### config.mk
export PLATFORM = sky130hd
export DESIGN_NAME = bank_seq
export DESIGN_NICKNAME = d
export VERILOG_FILES = /design/src/rtl/bank_seq_pkg.sv /design/src/rtl/bank_seq_timer.sv /design/src/rtl/bank_seq_rowtrack.sv /design/src/rtl/bank_seq_ctrl.sv /design/src/rtl/bank_seq.sv
export SDC_FILE = /design/constraint.sdc
export NUM_CORES = 1
export LEC_CHECK = 0
export BUFFER_PORTS_ARGS = -buffer_cell sky130_fd_sc_hd__buf_2
export CAP_MARGIN = 25
export CORE_AREA = 2 2 115 106
export DETAILED_ROUTE_END_ITERATION = 7
export DIE_AREA = 0 0 117 108
export MAX_ROUTING_LAYER = met4
export PLACE_DENSITY_LB_ADDON = 0.3
export SYNTH_ARGS = -nofsm -noshare
export SYNTH_HDL_FRONTEND = slang
export SYNTH_HIERARCHICAL = 1
export SYNTH_SLANG_ARGS = --single-unit
### constraint.sdc
create_clock -name clk -period 2.6 [get_ports clk]
set_clock_uncertainty 0.1 [all_clocks]
set_input_delay 0 -clock clk [delete_from_list [all_inputs] [get_ports clk]]
set_output_delay 0 -clock clk [all_outputs]
set_load 0.02 [all_outputs]
### src/rtl/bank_seq_pkg.sv
// Shared types of the bank sequencer.
// Command codes are visible on the cmd_code port; their values are fixed.
package bank_seq_pkg;

    typedef enum logic [2:0] {
        CMD_NOP = 3'd0,
        CMD_ACT = 3'd1,
        CMD_RD  = 3'd2,
        CMD_WR  = 3'd3,
        CMD_PRE = 3'd4
    } cmd_e;

    typedef enum logic [2:0] {
        ST_IDLE   = 3'd0,
        ST_PRE    = 3'd1,
        ST_ACT    = 3'd2,
        ST_COL    = 3'd3,
        ST_RDWAIT = 3'd4
    } state_e;

endpackage

### src/rtl/bank_seq_timer.sv
// Spacing counter shared by all bank timing rules.
// A load of delay N makes 'zero' true again N cycles later; N=0 behaves as 1.
// Assumes: load is only asserted while the counter is already zero.
module bank_seq_timer #(
    parameter int TW = 4
) (
    input  logic          clk,
    input  logic          rst_n,
    input  logic          load,
    input  logic [TW-1:0] delay,
    output logic          zero
);

    logic [TW-1:0] cnt_q;

    // Count down to zero, reloading on request.
    always_ff @(posedge clk) begin
        if (!rst_n) begin
            cnt_q <= '0;
        end else if (load) begin
            cnt_q <= (delay == '0) ? '0 : (delay - 1'b1);
        end else if (cnt_q != '0) begin
            cnt_q <= cnt_q - 1'b1;
        end
    end

    assign zero = (cnt_q == '0);

    assert_count_down_R5: assert property (@(posedge clk) disable iff (!rst_n)
        (!load && !zero) |=> (cnt_q == $past(cnt_q) - 1'b1));

    assert_load_when_idle_R5: assert property (@(posedge clk) disable iff (!rst_n)
        load |-> zero);

endmodule

### src/rtl/bank_seq_rowtrack.sv
// Open-row register of the bank.
// It records which row is latched and compares it with an incoming row.
// Assumes: open and close are never requested in the same cycle.
module bank_seq_rowtrack #(
    parameter int ROW_W = 14
) (
    input  logic             clk,
    input  logic             rst_n,
    input  logic             open_en,
    input  logic             close_en,
    input  logic [ROW_W-1:0] open_row,
    input  logic [ROW_W-1:0] probe_row,
    output logic             row_valid,
    output logic             probe_hit
);

    logic [ROW_W-1:0] row_q;
    logic             valid_q;

    // Track the open/closed state and the latched row number.
    always_ff @(posedge clk) begin
        if (!rst_n) begin
            valid_q <= 1'b0;
            row_q   <= '0;
        end else if (open_en) begin
            valid_q <= 1'b1;
            row_q   <= open_row;
        end else if (close_en) begin
            valid_q <= 1'b0;
        end
    end

    assign row_valid = valid_q;
    assign probe_hit = valid_q && (row_q == probe_row);

    assert_open_records_R9: assert property (@(posedge clk) disable iff (!rst_n)
        open_en |=> (row_valid && (row_q == $past(open_row))));

    assert_act_needs_closed_R3: assert property (@(posedge clk) disable iff (!rst_n)
        open_en |-> !row_valid);

    assert_pre_needs_open_R3: assert property (@(posedge clk) disable iff (!rst_n)
        close_en |-> row_valid);

    assert_close_takes_R3: assert property (@(posedge clk) disable iff (!rst_n)
        close_en |=> !row_valid);

endmodule

### src/rtl/bank_seq_ctrl.sv
// Command sequencer for one bank.
// It latches a request and walks PRE -> ACT -> column as the open row demands.
// It waits on the spacing timer before each timed step and captures read data.
// Assumes: the row tracker's hit/valid reflect the bank before this cycle's command.
module bank_seq_ctrl
    import bank_seq_pkg::*;
#(
    parameter int ROW_W  = 14,
    parameter int COL_W  = 10,
    parameter int DATA_W = 16,
    parameter int TW     = 4,
    parameter int ADDR_W = (ROW_W > COL_W) ? ROW_W : COL_W
) (
    input  logic              clk,
    input  logic              rst_n,
    input  logic [TW-1:0]     cfg_trcd,
    input  logic [TW-1:0]     cfg_tcl,
    input  logic [TW-1:0]     cfg_trp,
    input  logic              req_valid,
    output logic              req_ready,
    input  logic              req_write,
    input  logic [ROW_W-1:0]  req_row,
    input  logic [COL_W-1:0]  req_col,
    input  logic [DATA_W-1:0] req_wdata,
    input  logic              row_valid,
    input  logic              row_hit,
    input  logic              tmr_zero,
    output logic              tmr_load,
    output logic [TW-1:0]     tmr_delay,
    output logic              open_en,
    output logic              close_en,
    output logic [ROW_W-1:0]  open_row,
    output cmd_e              cmd,
    output logic [ADDR_W-1:0] cmd_addr,
    output logic [DATA_W-1:0] cmd_wdata,
    input  logic [DATA_W-1:0] dram_rdata,
    output logic              rsp_valid,
    output logic [DATA_W-1:0] rsp_rdata
);

    state_e            state_q, state_d;
    logic              pend_wr_q;
    logic [ROW_W-1:0]  pend_row_q;
    logic [COL_W-1:0]  pend_col_q;
    logic [DATA_W-1:0] pend_wdata_q;
    logic              accept;
    logic              capture;
    logic              rsp_valid_q;
    logic [DATA_W-1:0] rsp_rdata_q;

    assign req_ready = (state_q == ST_IDLE) && tmr_zero;
    assign accept    = req_valid && req_ready;
    assign open_row  = pend_row_q;

    // Next state, command outputs and timer loads for the current step.
    always_comb begin
        state_d   = state_q;
        cmd       = CMD_NOP;
        cmd_addr  = '0;
        cmd_wdata = '0;
        tmr_load  = 1'b0;
        tmr_delay = '0;
        open_en   = 1'b0;
        close_en  = 1'b0;
        capture   = 1'b0;
        case (state_q)
            ST_IDLE: begin
                if (accept) begin
                    if (row_hit) begin
                        state_d = ST_COL;
                    end else if (row_valid) begin
                        state_d = ST_PRE;
                    end else begin
                        state_d = ST_ACT;
                    end
                end
            end
            ST_PRE: begin
                cmd       = CMD_PRE;
                close_en  = 1'b1;
                tmr_load  = 1'b1;
                tmr_delay = cfg_trp;
                state_d   = ST_ACT;
            end
            ST_ACT: begin
                if (tmr_zero) begin
                    cmd                  = CMD_ACT;
                    cmd_addr[ROW_W-1:0]  = pend_row_q;
                    open_en              = 1'b1;
                    tmr_load             = 1'b1;
                    tmr_delay            = cfg_trcd;
                    state_d              = ST_COL;
                end
            end
            ST_COL: begin
                if (tmr_zero) begin
                    cmd_addr[COL_W-1:0] = pend_col_q;
                    if (pend_wr_q) begin
                        cmd       = CMD_WR;
                        cmd_wdata = pend_wdata_q;
                        state_d   = ST_IDLE;
                    end else begin
                        cmd       = CMD_RD;
                        tmr_load  = 1'b1;
                        tmr_delay = cfg_tcl;
                        state_d   = ST_RDWAIT;
                    end
                end
            end
            ST_RDWAIT: begin
                if (tmr_zero) begin
                    capture = 1'b1;
                    state_d = ST_IDLE;
                end
            end
            default: state_d = ST_IDLE;
        endcase
    end

    // Sequencer state register.
    always_ff @(posedge clk) begin
        if (!rst_n) begin
            state_q <= ST_IDLE;
        end else begin
            state_q <= state_d;
        end
    end

    // Hold the accepted request for the whole access.
    always_ff @(posedge clk) begin
        if (!rst_n) begin
            pend_wr_q    <= 1'b0;
            pend_row_q   <= '0;
            pend_col_q   <= '0;
            pend_wdata_q <= '0;
        end else if (accept) begin
            pend_wr_q    <= req_write;
            pend_row_q   <= req_row;
            pend_col_q   <= req_col;
            pend_wdata_q <= req_wdata;
        end
    end

    // Capture read data and raise the one-cycle response.
    always_ff @(posedge clk) begin
        if (!rst_n) begin
            rsp_valid_q <= 1'b0;
            rsp_rdata_q <= '0;
        end else begin
            rsp_valid_q <= capture;
            if (capture) begin
                rsp_rdata_q <= dram_rdata;
            end
        end
    end

    assign rsp_valid = rsp_valid_q;
    assign rsp_rdata = rsp_rdata_q;

    assert_one_outstanding_R8: assert property (@(posedge clk) disable iff (!rst_n)
        (req_valid && req_ready) |=> !req_ready);

    assert_rsp_pulse_R6: assert property (@(posedge clk) disable iff (!rst_n)
        rsp_valid |=> !rsp_valid);

    assert_col_needs_row_R5: assert property (@(posedge clk) disable iff (!rst_n)
        ((cmd == CMD_RD) || (cmd == CMD_WR)) |-> row_valid);

    assert_write_no_rsp_R7: assert property (@(posedge clk) disable iff (!rst_n)
        (cmd == CMD_WR) |=> !rsp_valid);

endmodule

### src/rtl/bank_seq.sv
// Top of the one-bank DRAM access sequencer.
// Splits the flat request address into row and column and ties together
// the sequencer, the open-row register and the spacing timer.
// Assumes: timing configuration is changed only while the block is idle.
module bank_seq #(
    parameter int ROW_W  = 14,
    parameter int COL_W  = 10,
    parameter int DATA_W = 16,
    parameter int TW     = 4,
    localparam int ADDR_W = (ROW_W > COL_W) ? ROW_W : COL_W,
    localparam int REQ_W  = ROW_W + COL_W
) (
    input  logic              clk,
    input  logic              rst_n,
    input  logic [TW-1:0]     cfg_trcd,
    input  logic [TW-1:0]     cfg_tcl,
    input  logic [TW-1:0]     cfg_trp,
    input  logic              req_valid,
    output logic              req_ready,
    input  logic              req_write,
    input  logic [REQ_W-1:0]  req_addr,
    input  logic [DATA_W-1:0] req_wdata,
    output logic              rsp_valid,
    output logic [DATA_W-1:0] rsp_rdata,
    output logic [2:0]        cmd_code,
    output logic [ADDR_W-1:0] cmd_addr,
    output logic [DATA_W-1:0] cmd_wdata,
    input  logic [DATA_W-1:0] dram_rdata
);

    import bank_seq_pkg::*;

    logic [ROW_W-1:0] req_row;
    logic [COL_W-1:0] req_col;
    logic             row_valid, row_hit;
    logic             tmr_zero, tmr_load;
    logic [TW-1:0]    tmr_delay;
    logic             open_en, close_en;
    logic [ROW_W-1:0] open_row;
    cmd_e             cmd;

    assign req_row  = req_addr[REQ_W-1:COL_W];
    assign req_col  = req_addr[COL_W-1:0];
    assign cmd_code = cmd;

    bank_seq_ctrl #(
        .ROW_W (ROW_W),
        .COL_W (COL_W),
        .DATA_W(DATA_W),
        .TW    (TW),
        .ADDR_W(ADDR_W)
    ) u_ctrl (
        .clk       (clk),
        .rst_n     (rst_n),
        .cfg_trcd  (cfg_trcd),
        .cfg_tcl   (cfg_tcl),
        .cfg_trp   (cfg_trp),
        .req_valid (req_valid),
        .req_ready (req_ready),
        .req_write (req_write),
        .req_row   (req_row),
        .req_col   (req_col),
        .req_wdata (req_wdata),
        .row_valid (row_valid),
        .row_hit   (row_hit),
        .tmr_zero  (tmr_zero),
        .tmr_load  (tmr_load),
        .tmr_delay (tmr_delay),
        .open_en   (open_en),
        .close_en  (close_en),
        .open_row  (open_row),
        .cmd       (cmd),
        .cmd_addr  (cmd_addr),
        .cmd_wdata (cmd_wdata),
        .dram_rdata(dram_rdata),
        .rsp_valid (rsp_valid),
        .rsp_rdata (rsp_rdata)
    );

    bank_seq_rowtrack #(
        .ROW_W(ROW_W)
    ) u_rows (
        .clk      (clk),
        .rst_n    (rst_n),
        .open_en  (open_en),
        .close_en (close_en),
        .open_row (open_row),
        .probe_row(req_row),
        .row_valid(row_valid),
        .probe_hit(row_hit)
    );

    bank_seq_timer #(
        .TW(TW)
    ) u_timer (
        .clk  (clk),
        .rst_n(rst_n),
        .load (tmr_load),
        .delay(tmr_delay),
        .zero (tmr_zero)
    );

    assert_cmd_legal_R10: assert property (@(posedge clk) disable iff (!rst_n)
        cmd_code <= 3'd4);

endmodule

# Yosys cells after proc, flatten, opt, wreduce, memory -nomap -nowiden
# Cells that the tools add are included.
totals:
  regBits: 80
  in_bits: 72
  out_inout_bits: 51
  elab_cells: 66
classes:
  n_addsub: 2
  n_eq_ne: 9
  n_mux: 35
  n_reduce_logical: 10
ops:
  columns: ["op", "n"]
  rows:
  - ["$mux 16", 3]
  - ["$mux 4", 7]
  - ["$mux 3", 7]
  - ["$pmux 10 s2", 1]
  - ["$pmux 3 s5", 1]
  - ["$eq 14x14->1", 1]
  - ["$mux 14", 1]
  - ["$pmux 4 s3", 1]
  - ["$mux 1", 10]
  - ["$mux 10", 1]
  - ["$pmux 3 s3", 1]
  - ["$logic_not 4->1", 2]
  - ["$ne 2x1->1 const B", 4]
  - ["$sub 4x1->4 const B", 2]
  - ["$eq 3x2->1 const B", 2]
  - ["$reduce_and 4->1", 1]
  - ["$reduce_bool 2->1", 2]
  - ["$reduce_bool 4->1", 1]
  - ["$eq 3x1->1 const B", 1]
  - ["$eq 3x3->1 const B", 1]
  - ["$logic_and 1x1->1", 3]
  - ["$logic_not 3->1", 1]
  - ["$pmux 1 s3", 1]
  - ["$mux 2", 1]

# Longest topological paths before layout
logic_depth:
  ltp_word: 6
  depth_mapped: 11
  mapped_depth_nobuf: 9

# Hierarchy
# Netlist, hierarchy kept.
by_module_without_submodules:
  columns: ["module", "instances", "cells_per_inst", "area_per_inst_um2", "seq_area_each_um2"]
  rows:
  - ["bank_seq_ctrl", 1, 327, 2907.8, 1221.2]
  - ["bank_seq_rowtrack", 1, 67, 730.7, 300.3]
  - ["bank_seq_timer", 1, 34, 281.5, 80.1]

# Worst setup path before layout
# OpenSTA, ideal clock, no wires.
synth_path:
  path_type: "reg2reg"
  startpoint: "register u_timer.cnt_q[0]"
  endpoint: "register u_timer.cnt_q[1]"
  setup_time_ns: 0.082
  arrival_time_ns: 2.211
  t_required_ns: 2.418
  slack_ns: 0.207
  stages_incl_launch_ff: 11
  path_buffers: 1
  period_less_slack_ns: 2.393
  cell_sequence: "dfxtp_1 > inv_1 > ha_1 > nor3b_4 > buf_6 > and4b_1 > nor2b_1 > a221o_1 > or2_2 > o21a_1 > o221ai_1"
synth_via:
  elab_chain_cells: 6
  word_cells_on_any_way: 15
  cone_classes: "add/sub: 2; mux: 9; reduce/logical: 4"
synth_rtl:
  columns: ["element", "line", "source"]
  rows:
  - ["from (decl)", "bank_seq_timer.sv:14", "logic [TW-1:0] cnt_q;"]
  - ["from (signal assigned)", "bank_seq_timer.sv:21", "cnt_q <= (delay == '0) ? '0 : (delay - 1'b1);"]
  - ["from (signal assigned)", "bank_seq_timer.sv:23", "cnt_q <= cnt_q - 1'b1;"]
  - ["$logic_not 4->1 (*)", "bank_seq_timer.sv:27", "assign zero = (cnt_q == '0);"]
  - ["named net tmr_zero", "bank_seq.sv:36", "logic tmr_zero, tmr_load;"]
  - ["$mux 4, on equally long branches", "bank_seq_ctrl.sv:96, bank_seq_ctrl.sv:86", null]
  - ["$pmux 4 s3 (*)", "bank_seq_ctrl.sv:66", "case (state_q)"]
  - ["named net tmr_delay[1]", "bank_seq.sv:37", "logic [TW-1:0] tmr_delay;"]
  - ["$sub 4x1->4 / $logic_not 4->1 (equally long branches)", "bank_seq_timer.sv:21", null]
  - ["$mux 4 (*)", "bank_seq_timer.sv:21", null]
  - ["$mux 4 (*)", "bank_seq_timer.sv:20", "end else if (load) begin"]
# The timed path passes the listed nets; every way through them passes the cells marked *. The select of a mux whose other input is x is not followed.
# A chain may end at the register's enable or synchronous reset.

# Worst setup path after layout
# Same ends and word-level chain as after synthesis.

==> reports/summary.txt <==
=================================================================================
Number of antenna violations at the first check in global routing               0
Num Clock Sinks                                                                80
Routed vias                                                                  3539
CTS buffer count                                                                9
Share of cells above drive strength 1                                       26.7%
Routability congestion estimate                                             0.736
Post-layout worst setup margin                                           0.119 ns
Global-route congestion overflow total                                          0
Die width                                                                  117 um
Hold path start                                                             rst_n
Number of synthesized register bits                                            80
Global route hottest layer                                                   met2
Clock Root Buffer                                                    sky130_fd_sc_hd__clkbuf_16
Hold Violations, Final                                                          0
Average wire length per cell after detail routing                         13.5 um
Peak ir drop on the vdd network                                          0.578 mV
Overall Power                                                             4.41 mW
Number of placed cells counting well taps                                     685
First-iteration detailed-routing DRC count                                    109
Synthesis warning total                                                         6
Layout Cell Area excl Fill                                           0.00549 mm^2
Core region area                                                      0.0113 mm^2
Path depth of the worst reg2reg path                                            9
Number of max-capacitance violations reported                                   0
Global Route Usage Sum                                                      17.1%
Reg2Reg Launch Point                                                 u_timer/cnt_q[0]
Antenna Diode Count                                                             0
Post-synthesis area per instance                                        9.16 um^2
Number of levels the H-tree was split into                                      3
Commonest register cell after synthesis                              sky130_fd_sc_hd__dfxtp_1
Min-delay worst type                                                 input port to register
Effective utilization at floorplan                                          34.6%
Initial DRT Pass Iterations                                                     4
Total Die Area                                                        0.0126 mm^2
Launching element type of the critical path                              register
Clock slew at reported path FFs                                           0.06 ns
Worst hold slack                                                        0.0618 ns
Levels on crit path                                                             9
Share of the synthesized area in the top cell type                          40.9%
Critical path's top delay family                                     simple AND/OR/NAND/NOR gates
Distinct cell type count after synthesis                                       49
Antenna Violating Nets Remaining                                                0
Clock tree from TritonCTS                                                   built
Final critical-path required period                                       2.48 ns
Arrival time at the worst endpoint                                        2.62 ns
Global-route wire length before repair                                   16400 um
Fraction of registers with async set/reset                                     0%
Post-place setup slack                                                   0.136 ns
Normalized max-slew margin                                                  58.4%
Met2 track demand over resource                                             28.0%
Std-Cell Rows                                                                  37
Critical Path Sink Type                                                  register
Leak pwr                                                                  2.39 nW
Count of nets after finishing                                                 672
Growth of design area from synthesis to finish                              40.1%
Syn_nets                                                                      501
Critical path launch point                                           u_timer/cnt_q[0]
Cell at the slowest stage of the critical path                       sky130_fd_sc_hd__a221o_1
Required time of the critical path                                        2.74 ns
Vertical die dimension                                                     108 um
Met3 capacity usage during global routing                                   5.04%
DRC                                                                             0
Worst hold path depth                                                           2
Maximum net fanout on the critical path                                         6
Highest clock rate                                                        403 MHz
Final HPWL from detailed placement                                        6730 um
Top post-synthesis cells by area                                     sky130_fd_sc_hd__dfxtp_1 41%, sky130_fd_sc_hd__mux2i_1 14%, sky130_fd_sc_hd__nand2_1 11%, sky130_fd_sc_hd__xnor2_1 3.1%, sky130_fd_sc_hd__and3_1 2.6%
Count of port buffers added during placement                                  122
Number of flops mapped to enable cells by yosys                                 0
Max Buffers Root-to-Sink                                                        2
Power per standard cell area                                          803 mW/mm^2
Total of endpoints with negative setup slack in the final report                0
Count of pins over their slew limit                                             0
Mapped Cells                                                                  428
Total length of routed wires                                             10300 um
Number of standard cells in the final layout excluding fillers                760
Placed cell area                                                     0.00460 mm^2
Maximum number of pins on one net before global-route repair                   73
Buffers plus inverters on the worst setup path                                  1
CP max stage delay                                                        0.38 ns
Via density per instance                                                     4.66
Vias in the first global route                                               3490
Top-level I/O count                                                           123
Met1 Track Usage GR                                                         20.5%
Run status                                                              completed
Clock latency of the later-clocked register in the worst-skew pair        0.33 ns
CP Cell Sequence                                                     inv_1 -> ha_1 -> nor3b_4 -> and4b_1 -> nor2b_2 -> a221o_1 -> or2_2 -> o21a_1 -> o221ai_1
Pin slew with the least headroom to its limit                            0.623 ns
Cell accounting for the most synthesized area                        sky130_fd_sc_hd__dfxtp_1
Sequential area share after synthesis                                       40.9%
Worst Setup Path Type                                                register to register
Combined area of all synthesized cells                               0.00392 mm^2
Period utilisation layout                                                   95.4%
=================================================================================
-- worst paths after layout --
kind / end / slack [ns]
max: u_timer/cnt_q[1] / 0.12
min: u_ctrl/state_q[2] / 0.06
max reg2reg: u_timer/cnt_q[1] / 0.12
min reg2reg: u_ctrl/rsp_rdata[5] / 0.35
-- worst register-to-register path, cell delays in order, from the launching register on --
cell and delay (ns):
sky130_fd_sc_hd__dfxtp_2 0.35, sky130_fd_sc_hd__inv_1 0.06, sky130_fd_sc_hd__ha_1 0.23, sky130_fd_sc_hd__nor3b_4 0.17, sky130_fd_sc_hd__and4b_1 0.22, sky130_fd_sc_hd__nor2b_2 0.19
sky130_fd_sc_hd__a221o_1 0.38, sky130_fd_sc_hd__or2_2 0.34, sky130_fd_sc_hd__o21a_1 0.19, sky130_fd_sc_hd__o221ai_1 0.17
-- registers in the layout (all words and copies together) (netlist names) --
signal and cells:
u_rows/row_valid 1, u_ctrl/pend_wr_q 1, u_timer/cnt_q 4, u_ctrl/rsp_rdata 16, u_ctrl/state_q 3, u_ctrl/rsp_valid 1
u_ctrl/pend_wdata_q 16, u_ctrl/open_row 14, u_rows/row_q 14, u_ctrl/pend_col_q 10
-- repair_timing --
action,CTS,global route
resized for setup,1,6
hold buffers,58,0
buffers inserted,0,1
pin swaps,0,1
endpoints found under the setup margin,14,18
hold endpoints to repair,59,0
-- routing by layer --
layer,share of wire (%),up-vias
met4,0.68,0
met2,47,99
met3,4.6,8
met1,48,1639
met5,0,-
li1,-,1793
-- stage by stage --
step | setup TNS (ns) | util, %
5_1_grt | -0.00360 | 48.4
3_5_place_dp | 0 | 40.5
3_3_place_gp | 0 | 40.5
4_1_cts | 0 | 48.2
2_1_floorplan | 0 | -
6_report | 0 | 48.4
-- power by group --
part	switching [mW]	internal (mW)	total [mW]	leakage (nW)
Clock	0.501	0.744	1.25	0.140
Combinational	0.789	0.765	1.55	1.60
Sequential	0.158	1.46	1.61	0.651
-- final cells by class --
cell class / count / area (um^2)
sequential: 80 / 1600
tap: 156 / 195
inverter: 3 / 11.3
multi-input combinational: 312 / 2060
clock buffer: 11 / 233
timing repair buffer: 193 / 1340
clock inverter: 5 / 56.3
fill: 1061 / 5850
-- logic make-up (layout without fill, tap and decap cells) --
kind of cell	after synthesis	after routing	share of synthesized area, %
buffers and inverters	36	212	7.02
multiplexers	56	56	14.3
XOR/XNOR	14	14	3.13
adder cells (fa/ha/maj)	1	1	0.319
flip-flops	80	80	40.9
AND/OR/NAND/NOR	194	194	25.1
AO/OA/AOI/OAI	47	47	9.32
-- layout by cell type, fill, tap and decap left out, types with 4 or more instances in the layout --
cell                            synthesis  final
sky130_fd_sc_hd__and2_1                 9      9
sky130_fd_sc_hd__o21ai_0                4      4
sky130_fd_sc_hd__buf_2                  5    121
sky130_fd_sc_hd__and3_1                16     16
sky130_fd_sc_hd__nor2_1                 5      5
sky130_fd_sc_hd__a22o_1                10     10
sky130_fd_sc_hd__mux2i_1               56     56
sky130_fd_sc_hd__buf_4                  3     10
sky130_fd_sc_hd__nor2b_1               16     15
sky130_fd_sc_hd__o21a_1                 4      4
sky130_fd_sc_hd__dlygate4sd3_1          0     58
sky130_fd_sc_hd__a221o_1                4      4
sky130_fd_sc_hd__xnor2_1               14     14
sky130_fd_sc_hd__nand2_1              119    119
sky130_fd_sc_hd__clkbuf_16              0      9
sky130_fd_sc_hd__dfxtp_1               80     78
sky130_fd_sc_hd__a21boi_1              10     10
sky130_fd_sc_hd__a21boi_0               6      6
-- Yosys cell counts, types with 2 or more instances --
| cell | instances |
|---|---|
| sky130_fd_sc_hd__a21boi_0 | 6 |
| sky130_fd_sc_hd__a21boi_1 | 10 |
| sky130_fd_sc_hd__a21oi_1 | 2 |
| sky130_fd_sc_hd__a221o_1 | 4 |
| sky130_fd_sc_hd__a22o_1 | 10 |
| sky130_fd_sc_hd__and2_1 | 9 |
| sky130_fd_sc_hd__and3_1 | 16 |
| sky130_fd_sc_hd__buf_12 | 5 |
| sky130_fd_sc_hd__buf_2 | 5 |
| sky130_fd_sc_hd__buf_4 | 3 |
| sky130_fd_sc_hd__buf_6 | 4 |
| sky130_fd_sc_hd__clkbuf_1 | 15 |
| sky130_fd_sc_hd__dfxtp_1 | 80 |
| sky130_fd_sc_hd__inv_1 | 3 |
| sky130_fd_sc_hd__mux2i_1 | 56 |
| sky130_fd_sc_hd__nand2_1 | 119 |
| sky130_fd_sc_hd__nand2b_1 | 2 |
| sky130_fd_sc_hd__nand4_1 | 3 |
| sky130_fd_sc_hd__nand4b_1 | 2 |
| sky130_fd_sc_hd__nor2_1 | 5 |
| sky130_fd_sc_hd__nor2b_1 | 16 |
| sky130_fd_sc_hd__nor3_1 | 4 |
| sky130_fd_sc_hd__nor4b_1 | 3 |
| sky130_fd_sc_hd__o21a_1 | 4 |
| sky130_fd_sc_hd__o21ai_0 | 4 |
| sky130_fd_sc_hd__o221ai_1 | 2 |
| sky130_fd_sc_hd__xnor2_1 | 14 |
(Power assumes the default switching activity.)
